`src/rtl/twb_pkg.sv`:
```
package twb_pkg;
  localparam int REG_W = 32;

  localparam int OFF_CTRL = 'h00;
  localparam int OFF_CLK  = 'h04;
  localparam int OFF_INTE = 'h08;
  localparam int OFF_STS  = 'h0C;
  localparam int OFF_RADR = 'h10;
  localparam int OFF_DATA = 'h1C;
  localparam int OFF_LINE = 'h24;
  localparam int OFF_DMOD = 'h28;
  localparam int OFF_CMD  = 'h2C;
  localparam int OFF_DAR  = 'h30;

  localparam logic [7:0] CMD_RD8  = 8'h8B;
  localparam logic [7:0] CMD_RD16 = 8'h9C;
  localparam logic [7:0] CMD_RD32 = 8'hA6;
  localparam logic [7:0] CMD_WR8  = 8'h4E;
  localparam logic [7:0] CMD_WR16 = 8'h59;
  localparam logic [7:0] CMD_WR32 = 8'h63;
  localparam logic [7:0] CMD_SRTA = 8'hE8;

  localparam int NUM_SRC = 3;

  function automatic logic rta_ok(input logic [7:0] a);
    case (a)
      8'h17, 8'h2D, 8'h3A, 8'h4E, 8'h59, 8'h63, 8'h74, 8'h8B,
      8'h9C, 8'hA6, 8'hB1, 8'hC5, 8'hD2, 8'hE8, 8'hFF: rta_ok = 1'b1;
      default: rta_ok = 1'b0;
    endcase
  endfunction
endpackage

```
`src/rtl/twb_cmd_check.sv`:
```
module twb_cmd_check
  import twb_pkg::*;
(
  input  logic [7:0]       cmd_i,
  input  logic [7:0]       rta_i,
  output logic             legal_o,
  output logic             is_read_o,
  output logic [REG_W-1:0] rd_mask_o
);
  logic known;

  always_comb begin
    known     = 1'b1;
    is_read_o = 1'b0;
    rd_mask_o = '0;
    case (cmd_i)
      CMD_RD8:  begin is_read_o = 1'b1; rd_mask_o = REG_W'(32'h0000_00FF); end
      CMD_RD16: begin is_read_o = 1'b1; rd_mask_o = REG_W'(32'h0000_FFFF); end
      CMD_RD32: begin is_read_o = 1'b1; rd_mask_o = '1; end
      CMD_WR8, CMD_WR16, CMD_WR32, CMD_SRTA: ;
      default:  known = 1'b0;
    endcase
    legal_o = known && ((cmd_i != CMD_SRTA) || rta_ok(rta_i));
  end
endmodule

```
`src/rtl/twb_xfer_ctl.sv`:
```
module twb_xfer_ctl #(
  parameter int NSRC  = 3,
  parameter int IDX_W = 4
) (
  input  logic             clk_i,
  input  logic             rst_ni,
  input  logic             clear_i,
  input  logic             go_i,
  input  logic             abort_i,
  input  logic             init_i,
  input  logic             legal_i,
  input  logic             done_i,
  input  logic             err_i,
  input  logic [IDX_W-1:0] err_idx_i,
  input  logic             err_ack_i,
  input  logic             w1c_we_i,
  input  logic [NSRC-1:0]  w1c_i,
  output logic             xbusy_o,
  output logic             ibusy_o,
  output logic             start_o,
  output logic             abort_o,
  output logic [NSRC-1:0]  sts_o,
  output logic [IDX_W-1:0] idx_o,
  output logic             ack_o,
  output logic             ok_o
);
  localparam int B_DONE = 0;
  localparam int B_ERR  = 1;
  localparam int B_LBSY = 2;

  logic xb_q, xb_d, ib_q, ib_d, st_q, st_d, ab_q, ab_d, ack_q, ack_d;
  logic [NSRC-1:0]  sts_q, sts_d;
  logic [IDX_W-1:0] idx_q, idx_d;

  assign ok_o = done_i & xb_q & ~err_i & ~abort_i;

  always_comb begin
    xb_d = xb_q; ib_d = ib_q; st_d = 1'b0; ab_d = 1'b0;
    sts_d = sts_q; idx_d = idx_q; ack_d = ack_q;
    if (w1c_we_i) begin
      sts_d = sts_q & ~w1c_i;
      if (w1c_i[B_ERR]) begin idx_d = '0; ack_d = 1'b0; end
    end
    if (go_i) begin
      if (xb_q || ib_q) sts_d[B_LBSY] = 1'b1;
      else if (!legal_i) begin
        sts_d[B_ERR] = 1'b1; idx_d = '0; ack_d = 1'b0;
      end else begin
        xb_d = 1'b1; st_d = 1'b1;
      end
    end
    if (init_i) begin
      if (xb_q || ib_q) sts_d[B_LBSY] = 1'b1;
      else begin ib_d = 1'b1; st_d = 1'b1; end
    end
    if (abort_i && xb_q) begin
      xb_d = 1'b0; ab_d = 1'b1; sts_d[B_ERR] = 1'b1;
    end else if (done_i && xb_q) begin
      xb_d = 1'b0;
      if (err_i) begin
        sts_d[B_ERR] = 1'b1; idx_d = err_idx_i; ack_d = err_ack_i;
      end else sts_d[B_DONE] = 1'b1;
    end
    if (done_i && ib_q) ib_d = 1'b0;
  end

  always_ff @(posedge clk_i or negedge rst_ni) begin
    if (!rst_ni) begin
      xb_q <= 1'b0; ib_q <= 1'b0; st_q <= 1'b0; ab_q <= 1'b0;
      sts_q <= '0; idx_q <= '0; ack_q <= 1'b0;
    end else if (clear_i) begin
      xb_q <= 1'b0; ib_q <= 1'b0; st_q <= 1'b0; ab_q <= 1'b0;
      sts_q <= '0; idx_q <= '0; ack_q <= 1'b0;
    end else begin
      xb_q <= xb_d; ib_q <= ib_d; st_q <= st_d; ab_q <= ab_d;
      sts_q <= sts_d; idx_q <= idx_d; ack_q <= ack_d;
    end
  end

  assign xbusy_o = xb_q;
  assign ibusy_o = ib_q;
  assign start_o = st_q;
  assign abort_o = ab_q;
  assign sts_o   = sts_q;
  assign idx_o   = idx_q;
  assign ack_o   = ack_q;
endmodule

```
`src/rtl/twb_irq.sv`:
```
module twb_irq #(
  parameter int NSRC = 3
) (
  input  logic            gie_i,
  input  logic [NSRC-1:0] en_i,
  input  logic [NSRC-1:0] pend_i,
  output logic            irq_o
);
  logic [NSRC-1:0] hit;

  for (genvar gi = 0; gi < NSRC; gi++) begin : g_src
    assign hit[gi] = en_i[gi] & pend_i[gi];
  end

  assign irq_o = gie_i & (|hit);
endmodule

```
`src/rtl/twb_host_regs.sv`:
```
module twb_host_regs
  import twb_pkg::*;
#(
  parameter int ADDR_W = 6,
  parameter int DIV_W  = 8,
  parameter int DLY_W  = 3,
  parameter int HW_W   = 12,
  parameter int IDX_W  = 4
) (
  input  logic              clk_i,
  input  logic              rst_ni,
  input  logic              reg_we_i,
  input  logic [ADDR_W-1:0] reg_addr_i,
  input  logic [REG_W-1:0]  reg_wdata_i,
  output logic [REG_W-1:0]  reg_rdata_o,
  output logic              eng_start_o,
  output logic              eng_abort_o,
  output logic              eng_init_o,
  output logic [7:0]        eng_cmd_o,
  output logic [7:0]        eng_regaddr_o,
  output logic [7:0]        eng_rta_o,
  output logic [HW_W-1:0]   eng_hwaddr_o,
  output logic [REG_W-1:0]  eng_wdata_o,
  input  logic              eng_done_i,
  input  logic              eng_err_i,
  input  logic [IDX_W-1:0]  eng_err_idx_i,
  input  logic              eng_err_ack_i,
  input  logic [REG_W-1:0]  eng_rdata_i,
  output logic [DIV_W-1:0]  clk_div_o,
  output logic [DLY_W-1:0]  sda_dly_o,
  input  logic              scl_i,
  input  logic              sda_i,
  output logic              scl_ovr_o,
  output logic              scl_lvl_o,
  output logic              sda_ovr_o,
  output logic              sda_lvl_o,
  output logic              irq_o
);
  localparam logic [ADDR_W-1:0] A_CTRL = ADDR_W'(OFF_CTRL);
  localparam logic [ADDR_W-1:0] A_CLK  = ADDR_W'(OFF_CLK);
  localparam logic [ADDR_W-1:0] A_INTE = ADDR_W'(OFF_INTE);
  localparam logic [ADDR_W-1:0] A_STS  = ADDR_W'(OFF_STS);
  localparam logic [ADDR_W-1:0] A_RADR = ADDR_W'(OFF_RADR);
  localparam logic [ADDR_W-1:0] A_DATA = ADDR_W'(OFF_DATA);
  localparam logic [ADDR_W-1:0] A_LINE = ADDR_W'(OFF_LINE);
  localparam logic [ADDR_W-1:0] A_DMOD = ADDR_W'(OFF_DMOD);
  localparam logic [ADDR_W-1:0] A_CMD  = ADDR_W'(OFF_CMD);
  localparam logic [ADDR_W-1:0] A_DAR  = ADDR_W'(OFF_DAR);
  localparam int DM_W = 24;

  logic               gie_q;
  logic [DIV_W-1:0]   div_q;
  logic [DLY_W-1:0]   dly_q;
  logic [NUM_SRC-1:0] inte_q;
  logic [7:0]         radr_q, cmd_q, rta_q;
  logic [REG_W-1:0]   data_q;
  logic [3:0]         line_q;
  logic [DM_W-1:0]    dmod_q;
  logic [HW_W-1:0]    hw_q;

  logic wr_ctrl, soft_rst, go, abort_req, init_req;
  logic cmd_legal, cmd_read, xfer_ok, xfer_busy, init_busy, err_ack;
  logic [REG_W-1:0]   rd_mask;
  logic [NUM_SRC-1:0] sts_bits;
  logic [IDX_W-1:0]   err_idx;

  assign wr_ctrl   = reg_we_i && (reg_addr_i == A_CTRL);
  assign soft_rst  = wr_ctrl && reg_wdata_i[0];
  assign go        = wr_ctrl && reg_wdata_i[7] && !soft_rst;
  assign abort_req = wr_ctrl && reg_wdata_i[6] && !soft_rst;
  assign init_req  = reg_we_i && (reg_addr_i == A_DMOD) && reg_wdata_i[31];

  twb_cmd_check u_chk (
    .cmd_i     (cmd_q),
    .rta_i     (rta_q),
    .legal_o   (cmd_legal),
    .is_read_o (cmd_read),
    .rd_mask_o (rd_mask)
  );

  twb_xfer_ctl #(.NSRC(NUM_SRC), .IDX_W(IDX_W)) u_ctl (
    .clk_i     (clk_i),
    .rst_ni    (rst_ni),
    .clear_i   (soft_rst),
    .go_i      (go),
    .abort_i   (abort_req),
    .init_i    (init_req),
    .legal_i   (cmd_legal),
    .done_i    (eng_done_i),
    .err_i     (eng_err_i),
    .err_idx_i (eng_err_idx_i),
    .err_ack_i (eng_err_ack_i),
    .w1c_we_i  (reg_we_i && (reg_addr_i == A_STS)),
    .w1c_i     (reg_wdata_i[NUM_SRC-1:0]),
    .xbusy_o   (xfer_busy),
    .ibusy_o   (init_busy),
    .start_o   (eng_start_o),
    .abort_o   (eng_abort_o),
    .sts_o     (sts_bits),
    .idx_o     (err_idx),
    .ack_o     (err_ack),
    .ok_o      (xfer_ok)
  );

  twb_irq #(.NSRC(NUM_SRC)) u_irq (
    .gie_i  (gie_q),
    .en_i   (inte_q),
    .pend_i (sts_bits),
    .irq_o  (irq_o)
  );

  always_ff @(posedge clk_i or negedge rst_ni) begin
    if (!rst_ni) begin
      gie_q <= 1'b0; div_q <= '0; dly_q <= '0; inte_q <= '0;
      radr_q <= '0; cmd_q <= '0; rta_q <= '0; data_q <= '0;
      line_q <= '0; dmod_q <= '0; hw_q <= '0;
    end else if (soft_rst) begin
      gie_q <= 1'b0; div_q <= '0; dly_q <= '0; inte_q <= '0;
      radr_q <= '0; cmd_q <= '0; rta_q <= '0; data_q <= '0;
      line_q <= '0; dmod_q <= '0; hw_q <= '0;
    end else begin
      if (wr_ctrl) gie_q <= reg_wdata_i[1];
      if (reg_we_i) begin
        case (reg_addr_i)
          A_CLK:  begin div_q <= reg_wdata_i[DIV_W-1:0]; dly_q <= reg_wdata_i[8 +: DLY_W]; end
          A_INTE: inte_q <= reg_wdata_i[NUM_SRC-1:0];
          A_RADR: radr_q <= reg_wdata_i[7:0];
          A_LINE: line_q <= reg_wdata_i[3:0];
          A_DMOD: dmod_q <= reg_wdata_i[DM_W-1:0];
          A_CMD:  cmd_q  <= reg_wdata_i[7:0];
          A_DAR:  begin rta_q <= reg_wdata_i[23:16]; hw_q <= reg_wdata_i[HW_W-1:0]; end
          default: ;
        endcase
      end
      // engine result beats a same-cycle software write
      if (xfer_ok && cmd_read) data_q <= eng_rdata_i & rd_mask;
      else if (reg_we_i && (reg_addr_i == A_DATA)) data_q <= reg_wdata_i;
    end
  end

  always_comb begin
    reg_rdata_o = '0;
    case (reg_addr_i)
      A_CTRL: reg_rdata_o = REG_W'({xfer_busy, 5'b0, gie_q, 1'b0});
      A_CLK:  reg_rdata_o = REG_W'({dly_q, div_q});
      A_INTE: reg_rdata_o = REG_W'(inte_q);
      A_STS:  reg_rdata_o = REG_W'({err_ack, 4'b0, err_idx, 5'b0, sts_bits});
      A_RADR: reg_rdata_o = REG_W'(radr_q);
      A_DATA: reg_rdata_o = data_q;
      A_LINE: reg_rdata_o = REG_W'({scl_i, sda_i, line_q});
      A_DMOD: reg_rdata_o = REG_W'({init_busy, 7'b0, dmod_q});
      A_CMD:  reg_rdata_o = REG_W'(cmd_q);
      A_DAR:  reg_rdata_o = REG_W'({rta_q, 16'(hw_q)});
      default: reg_rdata_o = '0;
    endcase
  end

  assign eng_init_o    = init_busy;
  assign eng_cmd_o     = cmd_q;
  assign eng_regaddr_o = radr_q;
  assign eng_rta_o     = rta_q;
  assign eng_hwaddr_o  = hw_q;
  assign eng_wdata_o   = init_busy ? REG_W'(dmod_q) : data_q;
  assign clk_div_o     = div_q;
  assign sda_dly_o     = dly_q;
  assign scl_lvl_o     = line_q[3];
  assign scl_ovr_o     = line_q[2];
  assign sda_lvl_o     = line_q[1];
  assign sda_ovr_o     = line_q[0];
endmodule

```
`config.mk`:
```
export PLATFORM = sky130hd
export DESIGN_NAME = twb_host_regs
export DESIGN_NICKNAME = d
export VERILOG_FILES = /design/src/rtl/twb_pkg.sv /design/src/rtl/twb_cmd_check.sv /design/src/rtl/twb_xfer_ctl.sv /design/src/rtl/twb_irq.sv /design/src/rtl/twb_host_regs.sv
export SDC_FILE = /design/constraint.sdc
export NUM_CORES = 1
export LEC_CHECK = 0
export CAP_MARGIN = 20
export CORE_UTILIZATION = 45
export CTS_CLUSTER_SIZE = 25
export DETAILED_ROUTE_END_ITERATION = 7
export PLACE_DENSITY = 0.76
export SYNTH_ARGS = -nofsm -noshare
export SYNTH_HDL_FRONTEND = slang
export SYNTH_SLANG_ARGS = --single-unit
```
`constraint.sdc`:
```
create_clock -name clk_i -period 5.96 [get_ports clk_i]
set_input_delay 1.192 -clock clk_i [delete_from_list [all_inputs] [get_ports clk_i]]
set_output_delay 1.192 -clock clk_i [all_outputs]
set_load 0.005 [all_outputs]
```
==> Word-level counts from Yosys, hierarchy flattened <==
Index checks and enable logic that the tools add are counted.
Widths: inputs -> output; s select.
{ "totals": {"register_bits": 123, "latch_bits": 0, "mem_bits_rw": 0, "mem_bits_ro": 0, "input_bits": 82, "output_inout_bits": 119, "elab_cells": 196, "memories": 0} }
{ "op_classes": {"n_addsub": 0, "multipliers": 0, "div_mod_pow": 0, "magnitude_cmp": 0, "n_eq_ne": 34, "shift": 0, "muxes": 87, "n_bitwise": 12, "reduce_logical": 45} }
{ "op_table": {"columns": ["op", "n"], "rows": [
  ["$pmux 32 s10", 1],
  ["$mux 32", 4],
  ["$eq 8x8->1 const B", 12],
  ["$mux 8", 12],
  ["$pmux 32 s3", 1],
  ["$mux 24", 3],
  ["$eq 8x7->1 const B", 7],
  ["$mux 4", 12],
  ["$mux 1", 41],
  ["$mux 12", 3],
  ["$and 32x32->32", 1],
  ["$eq 6x6->1 const B", 4],
  ["$mux 3", 8],
  ["$reduce_bool 2->1", 9],
  ["$eq 8x6->1 const B", 2],
  ["$reduce_and 2->1", 8],
  ["$logic_and 1x1->1", 15],
  ["$reduce_or 15->1", 1],
  ["$eq 6x4->1 const B", 2],
  ["$eq 6x5->1 const B", 2],
  ["$eq 8x5->1 const B", 1],
  ["$ne 8x8->1 const B", 1],
  ["$reduce_bool 4->1", 2],
  ["$and 1x1->1", 7],
  ["14 further kinds", 19]
]} }

==> Depth between registers and ports, before layout <==
{ "logic_depth": {"depth_word": 12, "depth_mapped": 9, "depth_no_buf": 6} }

==> By module <==
Synthesis repeated with hierarchy kept, for this count alone.
{ "unflattened": {"cells_unflattened": 764, "area_unflattened_um2": 7380.8} }
{ "modules_own_cells": {"columns": ["mod", "instances", "cells_each", "area_each_um2", "seq_area_each_um2"], "rows": [
  ["twb_host_regs", 1, 623, 6155.9, 2777.7],
  ["twb_cmd_check", 1, 84, 663.1, 0.0],
  ["twb_xfer_ctl", 1, 55, 545.5, 300.3],
  ["twb_irq", 1, 2, 16.3, 0.0]
]} }

==> Least setup slack after synthesis <==
No wires, ideal clock.
{ "synth_path": {"path_kind": "input -> output", "start": "input port reg_addr_i[2]", "end": "output port reg_rdata_o[3]", "t_arrival_ns": 2.729, "t_required_ns": 4.768, "slack_ns": 2.039, "stages": 5, "n_path_buf": 1, "path_cell_list": "or4b_2 -> nor2_1 -> clkbuf_1 -> a22oi_1 -> nand3_1"} }
{ "synth_between": {"elab_chain_cells": 2, "elab_cells_between_ends": 11, "classes_between": "eq/ne: 9; mux: 1; reduce/logical: 1"} }
{ "synth_lines": {"columns": ["element", "line", "rtl"], "rows": [
  ["start: declaration", "twb_host_regs.sv:13", "input logic [ADDR_W-1:0] reg_addr_i,"],
  ["$eq 6x6->1, or another cell as far along", "twb_host_regs.sv:143", "case (reg_addr_i)"],
  ["$pmux 32 s10 (*)", "twb_host_regs.sv:143", null],
  ["end: declaration", "twb_host_regs.sv:15", "output logic [REG_W-1:0] reg_rdata_o,"]
]} }
Every way passes the cells marked *; elsewhere a longest branch is shown, timed or not.

==> Final worst setup path <==
{ "layout_path": {"start": "input port reg_addr_i[2]", "end": "output port reg_rdata_o[5]"} }
The elaborated chain is that of the path after synthesis.

==> key figures <==
Synthesis
  – Post-synth top area share: between 40% and 50%
  – Mapped Area: about 6900 sq um
  – Syn. warnings: 0
  – Sequential cell area fraction in the yosys report: approximately 45%
  – Syn avg cell area: between 8 and 9 sq um
  – Seq cells post-synth: 123
  – Mapped Cells: 777
  – Synth async-reset ratio: 100.0%
  – Post-synthesis cell type count: 60
  – Synth Flop Type: dfrtp_1
  – Synth area leader: dfrtp_1
  – Post-Syn Nets: 859
  – Post-synth EDFFs: 0
  – Top post-synthesis cells by area: dfrtp_1 45%, nand2_1 9.2%, a21oi_1 6.7%

CTS
  – Num Clock Sinks: around 120
  – Post-CTS Setup Bufs: 0
  – Cts repair resizes: 0
  – Clk pin slew, worst setup/hold paths: roughly 50 ps
  – CTS tree: built
  – H-tree levels: 4
  – Clk root buf: clkbuf_16
  – CTS buffer count: 17
  – Clock Tree Buf Depth: 2
  – Hold buffers post-CTS: 0
  – Clock Latency Late Sink: about 400 ps

Die
  – Initial Util: 46.79%
  – Die ar.: 15840 sq um
  – Io pins: between 200 and 250
  – Placeable core area: between 10000 and 15000 sq um
  – Chip height: 125.9 microns
  – Die X: between 100 and 150 microns
  – # rows: 44

Global routing
  – Initial antenna violation count: 0
  – Total gr overflow: 0
  – Largest net degree at the start of global routing: 84
  – Overall routing resource usage: between 30% and 40%
  – Vias in the first global route: about 6600
  – First-pass GRT wire length: roughly 37000 microns

Finish
  – Layout cells sized above 1: approximately 11%
  – Final Cell Area: 9538 sq um
  – Commonest non-fill, non-tap cell in the layout: clkdlybuf4s50_1
  – Diodes inserted: 0
  – Nets: 1024
  – Commonest non-fill, non-tap cells in the layout: 199 x clkdlybuf4s50_1, 169 x nand2_1, 122 x dfrtp_1
  – Area growth, synth to finish: 38.17%
  – Filler instances: around 1200
  – Storage cell area: between 3000 and 4000 sq um
  – Multi-input logic area: between 3000 and 4000 sq um

STA
  – RSZ-0062 raised after global routing: false
  – Sum Neg Setup Slack: 0 ps
  – Hold violation count in the final report: 0
  – Highest clock rate: 196.0 MHz
  – Final setup vio count: 0
  – Worst-margin pin slew: 1021 ps
  – Min cycle time layout: between 5000 and 6000 ps
  – Worst setup margin: 858.6 ps
  – Max-slew violations: 0
  – Max_slew headroom: about a third
  – Skew final: between 5 and 6 ps
  – Final worst path period share: around 86%

Setup path
  – Worst Path Max Fanout: 22
  – CP top delay family: buffers and inverters
  – CP Class: in2out
  – WP data required: 4770 ps
  – WP buf/inv: 3
  – Setup crit end kind: primary output
  – Startpoint types: input port
  – Slowest stage delay, CP: between 700 and 800 ps
  – Worst EP arrival: ~3900 ps
  – Crit-path slowest cell: or4b_2
  – Worst-path cell chain: clkdlybuf4s50_1 -> or4b_2 -> nor2_2 -> buf_4 -> a222oi_1 -> nand3_1 -> clkdlybuf4s50_1
  – Crit path top cell by count: clkdlybuf4s50_1

Placement
  – Worst slack at placement: 942.8 ps
  – Placed instance area: 8915 sq um
  – GPL Wtd Cong: roughly 0.87
  – Detailed Place HPWL: 14880 microns
  – Port buffer count: 200

Detailed routing
  – Post-Route WL: around 23000 microns
  – # DRC: 0
  – Vias: 6875
  – Drt first-iter violations: ~620
  – Drt pass-1 iters: 5
  – Detail Route Antenna Nets: 0
  – Vias/cell: 6.036
  – Routed WL per cell: between 20 and 25 microns

Job
  – Max capacitance violation total: 0

Power and ir drop
  – Peak supply drop: 0.2000 mV
  – Power Density: around 280 nW/um^2
  – Pleak: ~4 nW

Run status
  – Outcome: finished, final reports clean

Hold path
  – Hold WC Path Type: reg2reg
## per-stage QoR
stage	std cells	hold WS, ps	total power [mW]	utilization (%)
2_1_floorplan	777	461.5	1.240	-
3_3_place_gp	1107	474.1	1.550	60.42
3_5_place_dp	1107	486.2	1.557	60.42
4_1_cts	1139	498.5	2.637	64.65
5_1_grt	1139	527.0	2.740	64.65
6_report	1139	491.1	2.630	64.65
## worst register-to-register path: cells and delay by family (launching register included)
family,cells,cell delay (ps)
muxes,1,260
AOI/OAI and AO/OA,2,410
and+or+nand+nor,3,1040
DFF,1,510
buffers and inverters,1,440
## final cells by class
cell class / count / area share [%]
multi-input cells: 575 / 36.31
flip-flops and latches: 123 / 32.28
repair buffers: 213 / 21.99
clock buffers: 22 / 5.077
well taps: 184 / 2.414
clock inverters: 10 / 1.456
inverters: 12 / 0.4723
## power by group
part	switching [mW]	total, mW	internal (mW)
Sequential	0.124	1.07	0.945
Combinational	0.183	0.483	0.300
Clock	0.378	1.08	0.701
Total	0.685	2.63	1.95
## flip-flops by register name (all words and copies together), names as in the netlist
register / count
data_q: 32
dmod_q: 24
eng_hwaddr_o: 12
clk_div_o: 8
eng_cmd_o: 8
eng_regaddr_o: 8
eng_rta_o: 8
line_q: 4
u_ctl.idx_o: 4
inte_q: 3
sda_dly_o: 3
u_ctl.sts_o: 3
gie_q: 1
u_ctl.abort_o: 1
u_ctl.ack_o: 1
u_ctl.ibusy_o: 1
u_ctl.start_o: 1
u_ctl.xbusy_o: 1
## cell families after synthesis
group | Yosys count | share of synthesized area [%]
AND/OR/NAND/NOR | 324 | 23.17
AO/OA/AOI/OAI | 214 | 20.92
flip-flops | 123 | 44.59
buffers and inverters | 79 | 5.528
multiplexers | 37 | 5.800
## worst paths after layout
path	end	depth (start not counted)	startpoint	slack (ps)
max in group asynchronous	eng_rta_o[7]	2	rst_ni	3840
setup reg to reg	data_q[3]	7	eng_cmd_o[4]	3160
hold / removal	data_q[25]	2	data_q[25]	490
setup / recovery	reg_rdata_o[5]	7	reg_addr_i[2]	860
min in group asynchronous	eng_hwaddr_o[8]	1	rst_ni	900
hold reg to reg	data_q[25]	2	data_q[25]	490
## layer usage
layer  track usage, %  wire length, microns
met1            40.83                 10030
met3            7.774                  1995
met2            47.97                 10900
met4            8.930                   315
met5                0                     0
## synthesized netlist by cell type, types with 2 or more instances
master       n
a22o_1      12
and3b_1      2
nor2_1      24
o22ai_1      3
buf_6        7
and3_1      19
a31oi_1      4
mux2_2      24
nor4bb_1    13
nand2b_1    11
a21oi_1     92
nand2_1    169
inv_1       12
o2111ai_1    2
or2_2        2
clkbuf_1    43
buf_2        5
buf_1        7
a22oi_2      8
a22oi_1     24
nor3_1       3
nor2b_1     13
nand3_1     42
a21oi_2      4
buf_4        4
o21ai_2      9
a222oi_1    17
mux2i_1     13
o21ai_0      4
and2_1       8
a221oi_1     4
o21ai_1     23
dfrtp_1    123
No activity file was read; power rests on OpenSTA's default activity.
